===== src/rtl/pcb_pkg.sv =====
package pcb_pkg;
   localparam int unsigned ADDR_W   = 20;
   localparam int unsigned DATA_W   = 16;
   localparam int unsigned WIN_W    = 8;
   localparam int unsigned BASE_W   = ADDR_W - WIN_W;
   localparam int unsigned LANES    = DATA_W / 8;
   localparam int unsigned SPACE_B  = 12;
   localparam int unsigned ZERO_B   = 13;
   localparam int unsigned SLAVE_B  = 14;
   localparam int unsigned ESC_B    = 15;

   typedef struct packed {
      logic             hit;
      logic [WIN_W-1:0] ofs;
   } decode_t;

   function automatic logic [DATA_W-1:0] make_word(
      input logic [BASE_W-1:0] base, input logic mem,
      input logic slave, input logic esc);
      logic [DATA_W-1:0] w;
      w = '0;
      w[BASE_W-1:0] = base;
      w[SPACE_B]    = mem;
      w[SLAVE_B]    = slave;
      w[ESC_B]      = esc;
      return w;
   endfunction
endpackage


===== src/rtl/pcb_addr_match.sv =====
module pcb_addr_match #(
   parameter int unsigned ADDR_W = 20,
   parameter int unsigned WIN_W  = 8,
   localparam int unsigned BASE_W = ADDR_W - WIN_W
) (
   input  logic [ADDR_W-1:0] addr,
   input  logic              is_mem,
   input  logic [BASE_W-1:0] base,
   input  logic              space_mem,
   output logic              match
);
   logic page_eq;
   logic space_eq;

   assign page_eq  = (addr[ADDR_W-1:WIN_W] == base);
   assign space_eq = (is_mem == space_mem);
   assign match    = page_eq & space_eq;
endmodule


===== src/rtl/pcb_cycle_latch.sv =====
module pcb_cycle_latch
   import pcb_pkg::*;
#(
   parameter int unsigned OFS_W = 8
) (
   input  logic             clk,
   input  logic             rst_n,
   input  logic             start,
   input  logic             match,
   input  logic [OFS_W-1:0] ofs_in,
   output logic             hit_q,
   output logic [OFS_W-1:0] ofs_q
);
   always_ff @(posedge clk) begin
      if (!rst_n) begin
         hit_q <= 1'b0;
         ofs_q <= '0;
      end else if (start) begin
         hit_q <= match;
         ofs_q <= match ? ofs_in : '0;
      end
   end
endmodule


===== src/rtl/pcb_reloc_reg.sv =====
module pcb_reloc_reg #(
   parameter int unsigned        DATA_W    = 16,
   parameter logic [DATA_W-1:0]  RST_WORD  = 16'h00FF,
   parameter logic [DATA_W-1:0]  KEEP_MASK = 16'hDFFF,
   localparam int unsigned       LANES     = DATA_W / 8
) (
   input  logic              clk,
   input  logic              rst_n,
   input  logic              wr_en,
   input  logic [LANES-1:0]  lane_en,
   input  logic [DATA_W-1:0] wdata,
   output logic [DATA_W-1:0] word_q
);
   for (genvar l = 0; l < LANES; l++) begin : g_lane
      always_ff @(posedge clk) begin
         if (!rst_n)
            word_q[8*l +: 8] <= RST_WORD[8*l +: 8] & KEEP_MASK[8*l +: 8];
         else if (wr_en && lane_en[l])
            word_q[8*l +: 8] <= wdata[8*l +: 8] & KEEP_MASK[8*l +: 8];
      end
   end
endmodule


===== src/rtl/pcb_window_decoder.sv =====
module pcb_window_decoder
   import pcb_pkg::*;
#(
   parameter logic [BASE_W-1:0] RST_BASE  = 12'h0FF,
   parameter logic              RST_MEM   = 1'b0,
   parameter logic [WIN_W-1:0]  RELOC_OFS = 8'hFE
) (
   input  logic              clk,
   input  logic              rst_n,
   input  logic              cyc_start,
   input  logic [ADDR_W-1:0] cyc_addr,
   input  logic              cyc_is_mem,
   input  logic              rd_stb,
   input  logic              wr_stb,
   input  logic [LANES-1:0]  byte_en,
   input  logic [DATA_W-1:0] wr_data,
   output logic              hit,
   output logic [WIN_W-1:0]  reg_ofs,
   output logic [DATA_W-1:0] reloc_rdata,
   output logic              slave_mode,
   output logic              esc_trap,
   output logic              ext_ignore
);
   localparam logic [DATA_W-1:0] RST_WORD  = make_word(RST_BASE, RST_MEM, 1'b0, 1'b0);
   localparam logic [DATA_W-1:0] KEEP_MASK = ~(DATA_W'(1) << ZERO_B);

   if (DATA_W != 16) begin : g_bad_width
      $error("relocation word must be 16 bits");
   end
   if (BASE_W > SPACE_B) begin : g_bad_base
      $error("base field overlaps the space bit");
   end
   if (RELOC_OFS[0] != 1'b0) begin : g_bad_ofs
      $error("relocation offset must be word aligned");
   end

   logic [DATA_W-1:0] word_q;
   logic              match;
   logic              at_reloc;
   logic              wr_en;
   decode_t           dec;

   pcb_addr_match #(.ADDR_W(ADDR_W), .WIN_W(WIN_W)) i_match (
      .addr      (cyc_addr),
      .is_mem    (cyc_is_mem),
      .base      (word_q[BASE_W-1:0]),
      .space_mem (word_q[SPACE_B]),
      .match     (match)
   );

   pcb_cycle_latch #(.OFS_W(WIN_W)) i_latch (
      .clk    (clk),
      .rst_n  (rst_n),
      .start  (cyc_start),
      .match  (match),
      .ofs_in (cyc_addr[WIN_W-1:0]),
      .hit_q  (dec.hit),
      .ofs_q  (dec.ofs)
   );

   assign at_reloc = dec.hit && (dec.ofs[WIN_W-1:1] == RELOC_OFS[WIN_W-1:1]);
   assign wr_en    = at_reloc && wr_stb;

   pcb_reloc_reg #(.DATA_W(DATA_W), .RST_WORD(RST_WORD), .KEEP_MASK(KEEP_MASK)) i_reloc (
      .clk     (clk),
      .rst_n   (rst_n),
      .wr_en   (wr_en),
      .lane_en (byte_en),
      .wdata   (wr_data),
      .word_q  (word_q)
   );

   assign hit         = dec.hit;
   assign reg_ofs     = dec.ofs;
   assign ext_ignore  = dec.hit;
   assign reloc_rdata = (at_reloc && rd_stb) ? word_q : '0;
   assign slave_mode  = word_q[SLAVE_B];
   assign esc_trap    = word_q[ESC_B];
endmodule


===== config.mk =====
export PLATFORM = sky130hd
export DESIGN_NAME = pcb_window_decoder
export DESIGN_NICKNAME = d
export VERILOG_FILES = /design/src/rtl/pcb_pkg.sv /design/src/rtl/pcb_addr_match.sv /design/src/rtl/pcb_cycle_latch.sv /design/src/rtl/pcb_reloc_reg.sv /design/src/rtl/pcb_window_decoder.sv
export SDC_FILE = /design/constraint.sdc
export NUM_CORES = 1
export LEC_CHECK = 0
export CAP_MARGIN = 20
export CORE_ASPECT_RATIO = 1.75
export CORE_MARGIN = 5
export CORE_UTILIZATION = 34
export DETAILED_ROUTE_END_ITERATION = 12
export MAX_ROUTING_LAYER = met4
export PLACE_DENSITY_LB_ADDON = 0.08
export SYNTH_ARGS = -nofsm -noshare
export SYNTH_HDL_FRONTEND = slang
export SYNTH_SLANG_ARGS = --single-unit

===== constraint.sdc =====
create_clock -name clk -period 1.3 [get_ports clk]
set_input_delay 0.13 -clock clk [delete_from_list [all_inputs] [get_ports clk]]
set_output_delay 0.13 -clock clk [all_outputs]
set_load 0.005 [all_outputs]

==> results.md, run 1 <==
* H-tree depth at 1
* Post-place setup slack at -0.538 ns
* Fin util at 76.4%
* Via count at 1,447
* DRC at 0
* Final hold vios at 0
* Vias in the first global route at ~1,500
* Clk Latency, worst-skew pair at 0.26 ns
* Gate power share at 17.1%
* Arr. time, crit path at 1.57 ns
* CP Capture Type: output pin
* Yosys cell types at 28
* Multi-input logic area at 958 um2
* Mapped Area at 1230 um2
* Final worst slack at -0.398 ns
* Clk root buf: clkbuf_8
* First-pass GRT wire length at approximately 7200 um
* Critical path class: register to output pin
* Relative slew slack at 53.5%
* Dpl hpwl at 3070 um
* Design area at 2720 um2
* Minimum clock period at ~1.7 ns
* Routed length on met2 at 2650 um
* Ys Warns at 0
* Syn Nets at between 150 and 200
* Fillcell total at about 250
* Top sig layer: met4
* Die area at 4960 um2
* Row Count at 29
* CP Launch Type: register
* Crit-path max FO at 2
* Post-Syn Area per Cell at 8.77 um2
* Pleak at about 1.2 nW
* Post-route ant nets at 0
* Run status: finished with violations
* Layout Nets at 299
* P_sw at roughly 0.32 mW
* WL met3 at 234 um
* P_int at 1.08 mW
* Tightest Pin Transition at 0.695 ns
* Worst-path clk slew at 0.08 ns
* Final GP Congestion at 0.756
* Setup TNS at -9.35 ns
* Top cells by area, synth: dfxtp_1, nand2_1, xor2_1
* Area leader, netlist: dfxtp_1
* GRT Total Usage at a little under a fifth
* Largest net degree at the start of global routing at 15
* Num CTS Buffers at 3
* Final setup violation count at 39
* Max Cap Viol at 0
* Worst VDD drop at 0.000449 V
* Slew Limit Fails at 0
* Cell Area, Placed at between 2000 and 2500 um2
* Failing checks: negative setup slack
* Die Span X at 55.4 um
* Ant. Diodes at 0
* DRT Pass-1 Iters at 4
* Via density at 4.84
* CTS tree: built
* Proportion of layout cells with a drive suffix above 1 at 50.2%
* Global route overflow at 0
* Initial drt markers at 18
* Metal-1 WL at 1810 um
* Worst clock skew at 0.00235 ns
* Sequential area share after synthesis at 39.1%
* Hold Buf Count CTS at 0
* WL/cell at 15.9 um
* Area delta synth->final at 121%
* Min-delay worst type: primary input to register
* Clock network fraction of total power at between 30 and 40%
* Flops & latches, synth at 24
* Port bufs at between 60 and 70
* Switching part of the total at a little under a quarter
* Die height at 89.5 um
* Max clock buf depth at 2
* CORE AREA at 3560 um2
* FF+latch area at 503 um2
* Fmax at between 500 and 600 MHz
* CP required at 1.17 ns
* Seq pwr share at between 50% and 60%
* Cell Pwr Density at just over 500 nW/um2
* # clock sinks at 24
* RSZ-0062 raised after global routing: yes
* Design Power at 1.40 mW
* Initial antenna violation count at 0
* Routed WL at 4740 um
* Share of Yosys cell area claimed by the top area cell type at 39.1%
* Post-Synthesis Cells at 140
* Starting Density at 34.5%
* I/O Pins at 72
* Period Utilization, post-route at 131%
-- state kept, by name, indices dropped and copies added (netlist names) --
signal / count
i_reloc.word_q: 15
i_latch.ofs_q: 8
i_latch.hit_q: 1
-- power by group through the flow --
stage	registers [mW]	clock network [mW]	logic, mW
5_1_grt	0.732	0.466	0.253
6_report	0.732	0.430	0.240
4_1_cts	0.734	0.444	0.223
2_1_floorplan	0.751	0	0.0503
3_5_place_dp	0.751	0	0.205
3_3_place_gp	0.751	0	0.203
-- layout by cell type (no fill, tap or decap), types with 3 or more instances in the layout --
| cell | count |
|---|---|
| clkdlybuf4s50_1 | 42 |
| buf_4 | 31 |
| buf_6 | 28 |
| nand2_1 | 26 |
| dfxtp_2 | 15 |
| inv_1 | 12 |
| and2_4 | 12 |
| dlygate4sd2_1 | 11 |
| dfxtp_1 | 8 |
| mux2i_1 | 7 |
| xor2_2 | 5 |
| nand3_1 | 5 |
| o21ai_1 | 5 |
| xor2_1 | 4 |
| o31ai_4 | 4 |
| nor3_4 | 3 |
| nor4_4 | 3 |
| o31ai_2 | 3 |
| clkbuf_8 | 3 |
| buf_2 | 3 |
-- synth_stat cells, drive strengths merged --
master / count
and2: 12
mux2i: 7
nor2b: 2
xor2: 10
o21ai: 8
dfxtp: 24
o211ai: 1
o2111ai: 2
nand2: 26
nor3: 3
buf: 4
nor4: 5
nand4: 2
a2111oi: 1
o31ai: 8
clkbuf: 4
inv: 12
conb: 1
nand3: 7
a22oi: 1
-- final cells by class --
cell class / instances / area share, %
Sequential cell: 24 / 18.5
Inverter: 12 / 1.66
Multi-Input combinational cell: 97 / 35.3
Clock buffer: 3 / 1.52
Timing Repair Buffer: 117 / 40.9
Tap cell: 46 / 2.12
-- metrics by stage --
step | cells | hold slack, ns
after CTS | 297 | 0.407
after global routing | 299 | 0.428
after global placement | 275 | 0.435
final | 299 | 0.417
after floorplan | 140 | 0.258
after detailed placement | 275 | 0.448
-- per-layer routing --
metal,track usage [%],vias up
li1,-,695
met1,20.1,692
met2,36.4,54
met3,3.32,6
met4,5.75,0
met5,-,-
-- path summary, 6_finish.rpt --
check                         start            endpoint  slack [ns]  cells after the start
setup / recovery      i_latch.hit_q     reloc_rdata[14]       -0.40                      7
hold / removal          wr_data[12]  i_reloc.word_q[12]        0.42                      3
setup reg to reg  i_reloc.word_q[8]    i_latch.ofs_q[7]       -0.29                      5
hold reg to reg    i_latch.ofs_q[0]    i_latch.ofs_q[0]        0.46                      2
-- timing repair --
item | 4_1_cts | 5_1_grt
endpoints found under the setup margin | 42 | 40
pin swaps | 25 | 13
cloned | 3 | 0
setup buffers | 17 | 2
hold endpoints to repair | 0 | 0
resized for setup | 129 | 32
-- cells by family (layout without fill, tap and decap cells) --
group	after synthesis	after routing	share of synthesized area, %
buf+inv	20	132	6.83
other cells	1	1	0.306
compound gates	21	22	14.5
simple gates	57	57	26.4
xor+xnor	10	10	7.14
mux	7	7	5.71
flops	24	24	39.1
-- critical path, cell delays in order (launching register included) --
cell,delay (ns)
dfxtp_2,0.35
nand4_4,0.13
nor3_4,0.27
buf_6,0.14
buf_6,0.09
buf_6,0.10
and2_4,0.14
buf_6,0.08
(Power assumes the default switching activity.)
==> run 2, diff against run 1 <==
--- a/config.mk
+++ b/config.mk
@@ -9,6 +9,7 @@
 export CORE_ASPECT_RATIO = 1.75
 export CORE_MARGIN = 5
 export CORE_UTILIZATION = 34
+export CTS_CLUSTER_SIZE = 10
 export DETAILED_ROUTE_END_ITERATION = 12
 export MAX_ROUTING_LAYER = met4
 export PLACE_DENSITY_LB_ADDON = 0.08
==> results of run 2 <==
The final DEF is identical to that of run 1; final timing and power are the same.
==> run 3, diff against run 2 <==
--- a/config.mk
+++ b/config.mk
@@ -11,6 +11,7 @@
 export CORE_UTILIZATION = 34
 export CTS_CLUSTER_SIZE = 10
 export DETAILED_ROUTE_END_ITERATION = 12
+export GPL_TIMING_DRIVEN = 0
 export MAX_ROUTING_LAYER = met4
 export PLACE_DENSITY_LB_ADDON = 0.08
 export SYNTH_ARGS = -nofsm -noshare
==> run 3 against run 2 <==
Against the previous run: the flow still finishes with violations (negative setup slack); utilization decreased by 4.7 points; first-iteration DRC count decreased by 61%; register-to-register slack got worse by 0.02 ns; clock-buffer cell count increased by 1; maximum frequency decreased by 1.5%; sequential power decreased by 1%; critical endpoint unchanged; largest cell class unchanged.
==> results.md, run 3 (same netlist as run 1, synthesis figures left out) <==
* Ant. Diodes at 0 (unchanged)
* Max Cap Viol at 0 (unchanged)
* Crit-path max FO at 4 (+2)
* CTS tree: built
* Cell Pwr Density at 564 nW/um2 (+9.3%)
* Die area at 4960 um2 (unchanged)
* Die height at 89.5 um (unchanged)
* Max reg flops at 15 (unchanged)
* RSZ-0062 raised after global routing: yes
* Critical path class: register to output pin
* Clk root buf: clkbuf_8
* Minimum clock period at 1.72 ns (+0.0267 ns)
* Relative slew slack at 63.5% (+10 points)
* Cell Area, Placed at 2020 um2 (-8.7%)
* Area delta synth->final at 108%
* Pleak at 1.10 nW (-4.6%)
* Biggest regs: i_reloc.word_q (15), i_latch.ofs_q (8), i_latch.hit_q (1)
* DRT Pass-1 Iters at 4 (unchanged)
* Dpl hpwl at 2960 um (-3.8%)
* DRC at 0 (unchanged)
* Final setup violation count at 39 (unchanged)
* GRT Total Usage at 17.7% (-1.5 points)
* Initial antenna violation count at 0 (unchanged)
* Via density at 4.80 (-0.84%)
* Internal reg-to-reg setup slack at -0.31 ns (-0.02 ns)
* Largest net degree at the start of global routing at 14 (-1)
* I/O Pins at 72 (unchanged)
* Reg-to-reg critical path endpoint: i_reloc.word_q[0]
* Post-route ant nets at 0 (unchanged)
* Period Utilization, post-route at 133% (+2.1 points)
* Slew Limit Fails at 0 (unchanged)
* Post-place setup slack at -0.944 ns (-0.406 ns)
* H-tree depth at 1 (unchanged)
* Layout Nets at 287 (-4.0%)
* CP Capture Type: output pin
* Fmax at 580 MHz (-1.5%)
* # clock sinks at 24 (unchanged)
* Initial drt markers at 7 (-11)
* Vias in the first global route at 1,488 (-2.1%)
* Design area at 2550 um2 (-6.2%)
* First-pass GRT wire length at 6700 um (-7.4%)
* Inst Count DP at 254 (-7.6%)
* Die Span X at 55.4 um (unchanged)
* Worst clock skew at 0.00350 ns (+0.00115 ns)
* Most flops, register: i_reloc.word_q
* Hold Buf Count CTS at 0 (unchanged)
* Arr. time, crit path at 1.59 ns (+0.02 ns)
* Fillcell total at 289 (+17%)
* R2r worst-path depth at 7 (+2)
* Commonest non-fill, non-tap cell in the layout: clkdlybuf4s50_1
* Worst-path clk slew at 0.08 ns (about the same)
* Proportion of layout cells with a drive suffix above 1 at 44.6% (-5.6 points)
* Final hold vios at 0 (unchanged)
* Design Power at 1.44 mW (+2.6%)
* Starting Density at 34.5% (unchanged)
* Row Count at 29 (unchanged)
* WL/cell at 15.5 um (-2.5%)
* Most frequent cells in the layout: clkdlybuf4s50_1, nand2_1, buf_6, buf_4
* Final GP Congestion at 0.768 (+1.5%)
* Num CTS Buffers at 3 (unchanged)
* Global route overflow at 0 (unchanged)
* Failing checks: negative setup slack
* Post-Layout Cell Count at 288 (-3.7%)
* CP required at 1.17 ns (about the same)
* Hold WS at 0.221 ns (-0.196 ns)
* Critical Path Source: i_latch.ofs_q[3]
* Worst r2r src: i_latch.ofs_q[3]
* Run status: finished with violations
* Clk Latency, worst-skew pair at 0.27 ns (about the same)
* CP Launch Type: register
* Routed WL at 4450 um (-6.1%)
* CORE AREA at 3560 um2 (unchanged)
* Worst VDD drop at 0.000527 V (+17%)
* Via count at 1,382 (-4.5%)
* Critical Path End: reloc_rdata[14]
* Max clock buf depth at 2 (unchanged)
* Min-delay worst type: primary input to register
* Tightest Pin Transition at 0.547 ns (-0.149 ns)
* Final worst slack at -0.424 ns (-0.0267 ns)
* Port bufs at 68 (-1.4%)
-- run 3: metal layers --
metal / share of wire [%] / vias up / track usage, %
met2: 57 / 49 / 34.4
met4: 1.2 / 0 / 5.53
met1: 37 / 655 / 17.3
met3: 5.0 / 5 / 3.90
li1: - / 673 / -
met5: 0 / - / -
-- run 3: worst min-delay path by stage --
stage,start,cells past startpoint,slack (ns),end
2_1_floorplan,wr_data[4],2,0.26,i_reloc.word_q[4]
3_3_place_gp,i_latch.ofs_q[0],2,0.43,i_latch.ofs_q[0]
3_5_place_dp,i_latch.ofs_q[0],2,0.44,i_latch.ofs_q[0]
4_1_cts,rst_n,3,0.21,i_reloc.word_q[8]
5_1_grt,rst_n,3,0.25,i_reloc.word_q[15]
6_report,rst_n,3,0.22,i_reloc.word_q[8]
-- run 3: cell type report --
type / instances / area [um2] / share of cell area [%]
Inverter: 12 / 45.0 / 1.77
Multi-Input combinational cell: 97 / 863 / 33.9
Clock buffer: 4 / 55.1 / 2.16
Timing Repair Buffer: 97 / 965 / 37.8
Sequential cell: 24 / 509 / 20.0
Tap cell: 46 / 57.6 / 2.26
Buffer: 8 / 55.1 / 2.16
-- run 3: power breakdown --
group	switching, mW	internal, mW	total, mW
clock network	0.235	0.270	0.505
registers	0.0000120	0.725	0.725
logic	0.0792	0.128	0.207
-- run 3: repair_timing --
item | CTS | global route
setup buffers | 19 | 8
pin swaps | 13 | 15
gates cloned | 3 | 1
resized for setup | 116 | 32
endpoints found under the setup margin | 43 | 45
-- run 3: critical path, stage by stage, from the launching register on --
cell      delay, ns
dfxtp_2        0.36
nand4_4        0.13
nor3_4         0.26
clkbuf_8       0.18
buf_6          0.10
buf_6          0.09
and2_4         0.13
buf_6          0.08
-- run 3: metrics by stage --
| stage | util (%) | setup TNS [ns] |
|---|---|---|
| after detailed placement | 56.9 | -19.70 |
| final | 71.7 | -10.33 |
| after global placement | 56.9 | -19.23 |
| after CTS | 66.2 | -7.91 |
| after floorplan | - | -0.176 |
| after global routing | 71.7 | -13.19 |
